===== src/rtl/ecc_pkg.sv =====
package ecc_pkg;
  localparam int DATA_W = 16;
  localparam int CHK_W  = 6;
  localparam int REG_W  = 16;
  localparam int REG_AW = 2;

  typedef logic [CHK_W-1:0]  chk_t;
  typedef logic [DATA_W-1:0] word_t;
  typedef chk_t colTab_t [DATA_W];

  localparam logic [1:0] MODE_NORMAL = 2'd0;
  localparam logic [1:0] MODE_SUBST  = 2'd1;
  localparam logic [1:0] MODE_QUIET  = 2'd2;
  localparam logic [1:0] MODE_FLIP   = 2'd3;

  localparam logic [REG_AW-1:0] REG_STATUS = 2'd0;
  localparam logic [REG_AW-1:0] REG_SYN    = 2'd1;
  localparam logic [REG_AW-1:0] REG_ADDRLO = 2'd2;
  localparam logic [REG_AW-1:0] REG_DIAG   = 2'd3;

  localparam int DIAG_MODE_LSB = 0;
  localparam int DIAG_CORR_BIT = 2;
  localparam int DIAG_PAT_LSB  = 8;
  localparam logic [REG_W-1:0] DIAG_RESET = 16'h0004;

  // Data bits 0 and 1 take fixed columns; the rest take the remaining
  // odd-weight codes of weight three or more in ascending order.
  function automatic colTab_t buildCols();
    colTab_t t;
    int n;
    for (int i = 0; i < DATA_W; i++) t[i] = '0;
    t[0] = chk_t'(6'h0E);
    t[1] = chk_t'(6'h0B);
    n = 2;
    for (int w = 3; w <= CHK_W; w += 2) begin
      for (int v = 1; v < (1 << CHK_W); v++) begin
        if ($countones(v) == w && v != 'h0E && v != 'h0B && n < DATA_W) begin
          t[n] = chk_t'(v);
          n++;
        end
      end
    end
    return t;
  endfunction

  localparam colTab_t COLS = buildCols();

  function automatic chk_t genCheck(word_t d);
    chk_t r;
    r = '0;
    for (int c = 0; c < CHK_W; c++)
      for (int i = 0; i < DATA_W; i++)
        if (COLS[i][c]) r[c] = r[c] ^ d[i];
    return r;
  endfunction

  typedef struct packed {
    logic clrLatch;
    logic wrDiag;
    logic capture;
    logic capMulti;
    logic raiseBus;
  } ctl_t;
endpackage


===== src/rtl/ecc_control.sv =====
module ecc_control
  import ecc_pkg::*;
(
  input  logic              rdValid,
  input  logic              errSingle,
  input  logic              errMulti,
  input  logic              latchBusy,
  input  logic [1:0]        diagMode,
  input  logic              regWrEn,
  input  logic [REG_AW-1:0] regAddr,
  output ctl_t              ctl
);
  logic reportOk;

  always_comb begin
    reportOk     = rdValid && (diagMode != MODE_QUIET);
    ctl.clrLatch = regWrEn && (regAddr == REG_STATUS);
    ctl.wrDiag   = regWrEn && (regAddr == REG_DIAG);
    ctl.raiseBus = reportOk && errMulti;
    ctl.capture  = reportOk && (errSingle || errMulti) && (!latchBusy || ctl.clrLatch);
    ctl.capMulti = errMulti;
  end
endmodule


===== src/rtl/ecc_datapath.sv =====
module ecc_datapath
  import ecc_pkg::*;
#(
  parameter int ADDR_W = 20
) (
  input  logic              clk,
  input  logic              rstN,
  input  logic [DATA_W-1:0] wrData,
  output logic [CHK_W-1:0]  wrCheck,
  input  logic              rdValid,
  input  logic [ADDR_W-1:0] rdAddr,
  input  logic [DATA_W-1:0] rdData,
  input  logic [CHK_W-1:0]  rdCheck,
  input  ctl_t              ctl,
  input  logic [REG_AW-1:0] regAddr,
  input  logic [REG_W-1:0]  regWrData,
  output logic [REG_W-1:0]  regRdData,
  output logic              outValid,
  output logic [DATA_W-1:0] outData,
  output logic              busErr,
  output logic              errSingle,
  output logic              errMulti,
  output logic              latchBusy,
  output logic [1:0]        diagMode,
  output logic [CHK_W-1:0]  synHeld,
  output logic              irq,
  output logic              nmi
);
  localparam int ADDR_HI_W = ADDR_W - REG_W;
  localparam int FLAG_S    = ADDR_HI_W;
  localparam int FLAG_M    = ADDR_HI_W + 1;

  logic [REG_W-1:0]  diagReg;
  logic              correctEn;
  logic [CHK_W-1:0]  pattern;
  logic [CHK_W-1:0]  genWr;
  logic [CHK_W-1:0]  syndrome;
  logic [DATA_W-1:0] flipMask;
  logic              checkHit;
  logic [ADDR_W-1:0] addrHeld;
  logic              flagS;
  logic              flagM;

  assign diagMode  = diagReg[DIAG_MODE_LSB +: 2];
  assign correctEn = diagReg[DIAG_CORR_BIT];
  assign pattern   = diagReg[DIAG_PAT_LSB +: CHK_W];

  // write path
  assign genWr = genCheck(wrData);
  always_comb begin
    unique case (diagMode)
      MODE_SUBST: wrCheck = pattern;
      MODE_FLIP:  wrCheck = genWr ^ pattern;
      default:    wrCheck = genWr;
    endcase
  end

  // read path decode
  assign syndrome = genCheck(rdData) ^ rdCheck;

  for (genvar i = 0; i < DATA_W; i++) begin : g_col
    assign flipMask[i] = (syndrome == COLS[i]);
  end

  assign checkHit  = $onehot(syndrome);
  assign errSingle = (|flipMask) || checkHit;
  assign errMulti  = (syndrome != '0) && !errSingle;

  always_ff @(posedge clk) begin
    if (!rstN) begin
      outValid <= 1'b0;
      outData  <= '0;
      busErr   <= 1'b0;
    end else begin
      outValid <= rdValid;
      busErr   <= ctl.raiseBus;
      if (rdValid) outData <= correctEn ? (rdData ^ flipMask) : rdData;
    end
  end

  // fault record
  always_ff @(posedge clk) begin
    if (!rstN) begin
      synHeld  <= '0;
      addrHeld <= '0;
      flagS    <= 1'b0;
      flagM    <= 1'b0;
    end else begin
      if (ctl.clrLatch) begin
        synHeld  <= '0;
        addrHeld <= '0;
        flagS    <= 1'b0;
        flagM    <= 1'b0;
      end
      if (ctl.capture) begin
        synHeld  <= syndrome;
        addrHeld <= rdAddr;
        flagS    <= !ctl.capMulti;
        flagM    <= ctl.capMulti;
      end
    end
  end

  always_ff @(posedge clk) begin
    if (!rstN) diagReg <= DIAG_RESET;
    else if (ctl.wrDiag) diagReg <= regWrData;
  end

  assign latchBusy = flagS || flagM;
  assign irq       = latchBusy;
  assign nmi       = flagM;

  always_comb begin
    regRdData = '0;
    unique case (regAddr)
      REG_STATUS: begin
        regRdData[ADDR_HI_W-1:0] = addrHeld[ADDR_W-1:REG_W];
        regRdData[FLAG_S]        = flagS;
        regRdData[FLAG_M]        = flagM;
      end
      REG_SYN:    regRdData[CHK_W-1:0] = synHeld;
      REG_ADDRLO: regRdData = addrHeld[REG_W-1:0];
      default:    regRdData = diagReg;
    endcase
  end
endmodule


===== src/rtl/ecc_err_logger.sv =====
module ecc_err_logger
  import ecc_pkg::*;
#(
  parameter int ADDR_W = 20
) (
  input  logic              clk,
  input  logic              rstN,
  input  logic [DATA_W-1:0] wrData,
  output logic [CHK_W-1:0]  wrCheck,
  input  logic              rdValid,
  input  logic [ADDR_W-1:0] rdAddr,
  input  logic [DATA_W-1:0] rdData,
  input  logic [CHK_W-1:0]  rdCheck,
  output logic              outValid,
  output logic [DATA_W-1:0] outData,
  output logic              busErr,
  output logic              irq,
  output logic              nmi,
  input  logic              regWrEn,
  input  logic [REG_AW-1:0] regAddr,
  input  logic [REG_W-1:0]  regWrData,
  output logic [REG_W-1:0]  regRdData
);
  ctl_t             ctl;
  logic             errSingle;
  logic             errMulti;
  logic             latchBusy;
  logic [1:0]       diagMode;
  logic [CHK_W-1:0] synHeld;

  ecc_control u_ctl (
    .rdValid  (rdValid),
    .errSingle(errSingle),
    .errMulti (errMulti),
    .latchBusy(latchBusy),
    .diagMode (diagMode),
    .regWrEn  (regWrEn),
    .regAddr  (regAddr),
    .ctl      (ctl)
  );

  ecc_datapath #(.ADDR_W(ADDR_W)) u_dp (
    .clk      (clk),
    .rstN     (rstN),
    .wrData   (wrData),
    .wrCheck  (wrCheck),
    .rdValid  (rdValid),
    .rdAddr   (rdAddr),
    .rdData   (rdData),
    .rdCheck  (rdCheck),
    .ctl      (ctl),
    .regAddr  (regAddr),
    .regWrData(regWrData),
    .regRdData(regRdData),
    .outValid (outValid),
    .outData  (outData),
    .busErr   (busErr),
    .errSingle(errSingle),
    .errMulti (errMulti),
    .latchBusy(latchBusy),
    .diagMode (diagMode),
    .synHeld  (synHeld),
    .irq      (irq),
    .nmi      (nmi)
  );
endmodule


===== config.mk =====
export PLATFORM = sky130hd
export DESIGN_NAME = ecc_err_logger
export DESIGN_NICKNAME = d
export VERILOG_FILES = /design/src/rtl/ecc_pkg.sv /design/src/rtl/ecc_control.sv /design/src/rtl/ecc_datapath.sv /design/src/rtl/ecc_err_logger.sv
export SDC_FILE = /design/constraint.sdc
export NUM_CORES = 1
export LEC_CHECK = 0
export CAP_MARGIN = 20
export CORE_ASPECT_RATIO = 1.2
export CORE_UTILIZATION = 65
export CTS_BUF_LIST = sky130_fd_sc_hd__clkbuf_8
export CTS_CLUSTER_DIAMETER = 60
export DETAILED_ROUTE_END_ITERATION = 8
export DONT_BUFFER_PORTS = 1
export PLACE_DENSITY = 0.81
export SKIP_CTS_REPAIR_TIMING = 1
export SLEW_MARGIN = 20
export SYNTH_ARGS = -nofsm -noshare
export SYNTH_HDL_FRONTEND = slang
export SYNTH_SLANG_ARGS = --single-unit

===== constraint.sdc =====
create_clock -name clk -period 9.43 [get_ports clk]
set_input_delay 0.4715 -clock clk [delete_from_list [all_inputs] [get_ports clk]]
set_output_delay 0.4715 -clock clk [all_outputs]
set_load 0.005 [all_outputs]

## After elaboration in Yosys (flattened, before gate mapping)

Cells that the tools add are included.

| operators by class | value |
|---|---|
| reductions and logical operators | 19 |
| multiplexer cells | 11 |
| $add $sub $neg | 5 |
| equality and inequality tests | 23 |
| bitwise operators | 85 |

Operator list:

| operator | count |
|---|---|
| $xor A1 B1 Y1 | 82 |
| $mux W20 | 2 |
| $eq A6 B5 Y1 const B | 6 |
| $eq A6 B6 Y1 const B | 6 |
| $pmux W10 S2 | 1 |
| $eq A6 B4 Y1 const B | 3 |
| $pmux W6 S3 | 1 |
| $mux W16 | 1 |
| $reduce_or A16 Y1 | 1 |
| $xor A16 B16 Y16 | 1 |
| $mux W6 | 2 |
| $pmux W6 S2 | 1 |
| $xor A6 B6 Y6 | 2 |
| $logic_and A1 B1 Y1 | 7 |
| $add A1 B1 Y2 | 3 |
| $add A3 B3 Y3 | 2 |
| $eq A2 B2 Y1 const B | 3 |
| $eq A6 B3 Y1 const B | 1 |
| $reduce_bool A6 Y1 | 1 |
| $eq A2 B1 Y1 const B | 2 |
| $logic_or A1 B1 Y1 | 4 |
| $eq A3 B1 Y1 const B | 1 |
| $logic_not A1 Y1 | 3 |
| $mux W1 | 3 |
| 4 further kinds | 4 |

| storage, ports and cells | value |
|---|---|
| word-level logic and storage cells | 151 |
| output and inout port bits | 42 |
| flip-flop bits (word level) | 62 |
| bits of input ports | 80 |

## Logic depth before layout (Yosys ltp)

| depth | value |
|---|---|
| depth after elaboration | 20 |
| mapped depth | 17 |
| mapped depth without buffers | 14 |

## By module

Synthesis repeated with hierarchy kept, for this count alone.

| second synthesis, totals | value |
|---|---|
| cell total of the unflattened synthesis | 448 |
| area total of the unflattened synthesis | 4032.6 µm² |

Modules (own cells, without submodules):

| module | sequential area each (µm²) | cells an instance | area an instance (µm²) | times used |
|---|---|---|---|---|
| ecc_datapath | 1241.2 | 439 | 3968.8 | 1 |
| ecc_control | 0.0 | 9 | 63.8 | 1 |

## Worst setup path before layout

No wires, ideal clock.

| path | value |
|---|---|
| path kind | input-to-reg |
| start point | in rdData[1] |
| end point | reg u_dp.addrHeld[14] |
| required time | 9.312 ns |
| data arrival time | 3.245 ns |
| path buffers | 2 |
| slack | 6.067 ns |
| cell stages on the path | 15 |
| path through | xor2_2 -> xor2_1 -> xnor2_1 -> xnor2_1 -> inv_1 -> ha_1 -> inv_1 -> fa_1 -> ha_1 -> or2b_2 -> nor2_1 -> o31ai_2 -> buf_6 -> buf_12 -> mux2i_1 |

| on the way | value |
|---|---|
| longest elaborated chain between the ends | 20 |
| elaborated cells between the ends (all ways) | 55 |
| those cells by class | add/sub (4); eq/ne (17); mux (1); bitwise (24); reduce/logical (9) |

Ends and longest elaborated chain:

| element | line | source |
|---|---|---|
| start, declared | ecc_err_logger.sv:12 | `input logic [DATA_W-1:0] rdData,` |
| $xor A1 B1 Y1 (8 in series) | ecc_pkg.sv:53 | `if (COLS[i][c]) r[c] = r[c] ^ d[i];` |
| $xor A6 B6 Y6 (*) | ecc_datapath.sv:59 | `assign syndrome = genCheck(rdData) ^ rdCheck;` |
| $add A1 B1 Y2 (implied by the code) | ecc_datapath.sv:65 | `assign checkHit = $onehot(syndrome);` |
| $add A3 B3 Y3 (implied by the code) (2 in series) | ecc_datapath.sv:65 |  |
| $eq A3 B1 Y1 | ecc_datapath.sv:65 |  |
| $logic_or A1 B1 Y1 | ecc_datapath.sv:66 | `assign errSingle = (\|flipMask) \|\| checkHit;` |
| $logic_not A1 Y1 | ecc_datapath.sv:67 | `assign errMulti = (syndrome != '0) && !errSingle;` |
| $logic_and A1 B1 Y1 | ecc_datapath.sv:67 |  |
| $logic_or A1 B1 Y1 (*) | ecc_control.sv:20 | `ctl.capture = reportOk && (errSingle \|\| errMulti) && (!latchBusy \|\| ctl.clrLatch);` |
| $logic_and A1 B1 Y1 (*) (2 in series) | ecc_control.sv:20 |  |
| $mux W20 / $reduce_bool A2 Y1 (equally long branches) | n/a |  |
| end signal, assigned | ecc_datapath.sv:97 | `addrHeld <= rdAddr;` |
| end, declared | ecc_datapath.sv:40 | `logic [ADDR_W-1:0] addrHeld;` |

Mark *: on every way between the ends. The rest lies on a longest branch, timed or not.
A chain may end at the register's enable or synchronous reset.

## Final worst setup path

| path | value |
|---|---|
| start point | in rdData[7] |
| end point | reg u_dp.addrHeld[14] |

| on the way | value |
|---|---|
| longest elaborated chain between the ends | 18 |
| elaborated cells between the ends (all ways) | 46 |
| those cells by class | add/sub (5); eq/ne (17); mux (1); bitwise (14); reduce/logical (9) |

Ends and longest elaborated chain:

| element | line |
|---|---|
| $xor A1 B1 Y1 (6 in series) | ecc_pkg.sv:53 |
| $xor A6 B6 Y6 (*) | ecc_datapath.sv:59 |
| $add A1 B1 Y2 (implied by the code) | ecc_datapath.sv:65 |
| $add A3 B3 Y3 (implied by the code) (2 in series) | ecc_datapath.sv:65 |
| $eq A3 B1 Y1 | ecc_datapath.sv:65 |
| $logic_or A1 B1 Y1 | ecc_datapath.sv:66 |
| $logic_not A1 Y1 | ecc_datapath.sv:67 |
| $logic_and A1 B1 Y1 | ecc_datapath.sv:67 |
| $logic_or A1 B1 Y1 (*) | ecc_control.sv:20 |
| $logic_and A1 B1 Y1 (*) (2 in series) | ecc_control.sv:20 |
| $mux W20 / $reduce_bool A2 Y1 (equally long branches) | n/a |

Marks and branches as above.

==> results.yml <==
status:
  status: "completed"
floorplan:
  core-area_sq_um: 6170
  boundaryPins: 122
  die_y_microns: 90.7
  rows: 31
  dieArea_sq_um: 6880
  die_x_microns: 75.9
  start_util: 0.691
route:
  drc: 0
  ant_nets: 0
  first_pass_iters: 4
  drt_iter0_drc: 201
  totalWireLength_mm: 9.50
  viasPerCell: 6.06
  wl_per_cell_microns: 17.2
  vias: 3337
synthesis:
  synth_top_area_cell: "dfxtp_1"
  ys_ff_latch: 62
  synth_cell_types: 49
  synth_xor_area_frac: 0.201
  synth_cells: 483
  syn-num-nets: 577
  muxShareOfSynthArea: 0.116
  synth_edf_count: 0
  synth_top_family_by_area: "XOR/XNOR gates"
  syn_area_sq_um: 4260
  synth_top_area_share: 0.291
  synth-simple-area-share: 0.177
  yosysSeqAreaShare: 0.291
  ys.flop_type: "dfxtp_1"
  async_flop_share: 0
  synth-compound-area-share: 0.115
  yosys.area_share.adder: 0.0429
  avgSynthCellArea_sq_um: 8.82
  synth_warnings: 0
  synth_area_leaders: "dfxtp_1, xnor2_1, nand2_1"
sta:
  fin_worst_skew_ns: 0.00936
  finalSetupViolCount: 0
  fin_crit_sh: 0.389
  max-slew-margin-rel: 0.372
  tightest_slew_ns: 0.941
  fmax_mhz: 273
  fin_crit_ns: 3.67
  finalSetupTns_ns: 0
  rsz0062_at_grt: "no"
  drv_slew: 0
  setup_ws_ns: 5.76
  hold_viol: 0
setup_path:
  crit_slowest_cell: "xor3_2"
  required_ns: 9.69
  critPathBufInv: 1
  cp-start-kind: "input port"
  arrival_ns: 3.92
  cp_max_fo: 26
  cpLargestDelayFamily: "XOR/XNOR gates"
  crit_chain: "xnor2_1 -> xor3_2 -> xnor2_1 -> ha_1 -> xor2_1 -> ha_1 -> ha_1 -> xnor2_1 -> nor2_1 -> o31ai_4 -> buf_4 -> mux2i_1"
  endpoint_kind: "flip-flop"
  crit_type: "input port to flip-flop"
  max_stage_delay_ns: 0.50
layout:
  finalNetCount: 558
  final_layout_size_suffix_gt1_frac: 0.0682
  fillers: 500
  antennaDiodeCount: 0
  syn_to_final_growth_pct: 1.76
placement:
  port_buffers: 0
  post-place-ws_ns: 5.46
  hpwl_mm: 7.21
  place_congestion: 0.987
global_route:
  grt_pass1_wl_mm: 15.3
  grt_use_met3: 0.0788
  grt-ovfl-total: 0
  antenna_found_initial: 0
  grt-busiest-layer: "met2"
  groute.usage.overall: 0.278
  grtUsageMet1: 0.316
  grt_pass1_vias: 3238
  grt_max_degree: 63
  use_met2: 0.495
power:
  peakVddDrop_v: 0.000115
  total_power_uw: 948
  p_leak_nw: 1.83
  power_density_nw_per_um2: 219
clocking:
  htree_levels: 3
  clockRootBuffer: "clkbuf_8"
  clk_latency_ns: 0.34
  cts_made_buffers: 9
  cts_tree: "done"
  clock_path_buffers: 2
  path_clk_slew_ns: 0.06
  cts_num_sinks: 62
run:
  drv_cap: 0
hold_path:
  min_path_type: "input port to flip-flop"
path summary, 6_finish.rpt:
kind,startpoint,end,slack [ns],cells past startpoint
worst min register to register,u_dp.addrHeld[17]$_SDFFE_PN0P_,u_dp.addrHeld[17]$_SDFFE_PN0P_,0.46,2
worst max register to register,u_dp.diagReg[0]$_SDFFE_PN0P_,u_dp.addrHeld[14]$_SDFFE_PN0P_,7.51,6
worst max-delay path,rdData[7],u_dp.addrHeld[14]$_SDFFE_PN0P_,5.76,12
worst min-delay path,rstN,u_dp.diagReg[2]$_SDFFE_PN1P_,0.23,1
stage by stage:
step	util	std cells	hold WS, ns	area [sq um]
after floorplan	-	483	0.435	4260
after global placement	0.676	535	0.443	4170
after detailed placement	0.676	535	0.456	4170
after CTS	0.703	551	0.189	4340
after global routing	0.703	551	0.206	4340
final	0.703	551	0.229	4340
routing by layer:
layer | vias up | share of wire | wire length [microns]
li1 | 1591 | - | -
met1 | 1583 | 0.40 | 3760
met2 | 147 | 0.51 | 4850
met3 | 16 | 0.079 | 755
met4 | 0 | 0.013 | 127
met5 | - | 0 | 0
report_power, final:
part	switching (mW)	total [mW]	internal (mW)
Clock	0.100	0.199	0.0991
Combinational	0.244	0.428	0.185
Sequential	0.0241	0.320	0.296
Total	0.368	0.948	0.580
registers in the layout, summed over array words and instances (netlist names):
name,count
u_dp.diagReg,16
u_dp.flagS,1
u_dp.outData,16
u_dp.synHeld,6
u_dp.addrHeld,20
u_dp.busErr,1
u_dp.outValid,1
u_dp.nmi,1
cell usage in the layout (no fill, tap or decap), types with 4 or more instances in the layout:
cell type	netlist	layout
xor2_1	31	31
nand2_1	110	110
nor2b_1	10	10
a21oi_1	13	13
dfxtp_1	62	62
and2_1	4	4
nor2_1	5	5
a21boi_0	15	15
o21ai_0	8	8
o211a_1	16	16
xnor2_1	52	52
nand4_1	4	4
clkbuf_8	4	10
mux2i_1	36	36
mux4_2	6	6
ha_1	13	13
nand3_1	25	25
inv_1	8	10
cell usage after synthesis, types with 2 or more instances:
| cell | instances |
|---|---|
| clkbuf_8 | 4 |
| xnor2_1 | 52 |
| and2_1 | 4 |
| o21ai_0 | 8 |
| clkbuf_1 | 21 |
| nor2b_1 | 10 |
| o21ai_1 | 3 |
| o211a_1 | 16 |
| ha_1 | 13 |
| nand2b_1 | 2 |
| nor4_1 | 3 |
| a21oi_1 | 13 |
| xor3_2 | 2 |
| and3_1 | 2 |
| xor2_1 | 31 |
| a21boi_0 | 15 |
| buf_12 | 2 |
| or2_2 | 3 |
| dfxtp_1 | 62 |
| nand4_1 | 4 |
| mux4_2 | 6 |
| nor2_1 | 5 |
| mux2i_1 | 36 |
| nand2_1 | 110 |
| nand3_1 | 25 |
| inv_1 | 8 |
final cells by class:
cell class                 count  area, sq um  share of cell area
multi-input combinational    382         2790               0.643
sequential                    62         1240               0.286
clock buffer                  10          138              0.0317
tap                           82          103              0.0237
clock inverter                 6         30.0             0.00693
inverter                       8         30.0             0.00693
timing repair buffer           1         7.51             0.00173
logic make-up (layout without fill, tap and decap cells):
group | Yosys count | in the layout
AO/OA/AOI/OAI | 66 | 66
XOR/XNOR | 89 | 89
adder cells (fa/ha/maj) | 14 | 14
buffers and inverters | 39 | 25
flip-flops | 62 | 62
multiplexers | 42 | 42
AND/OR/NAND/NOR | 171 | 171
Note: power is estimated with default switching activity, not from simulation.
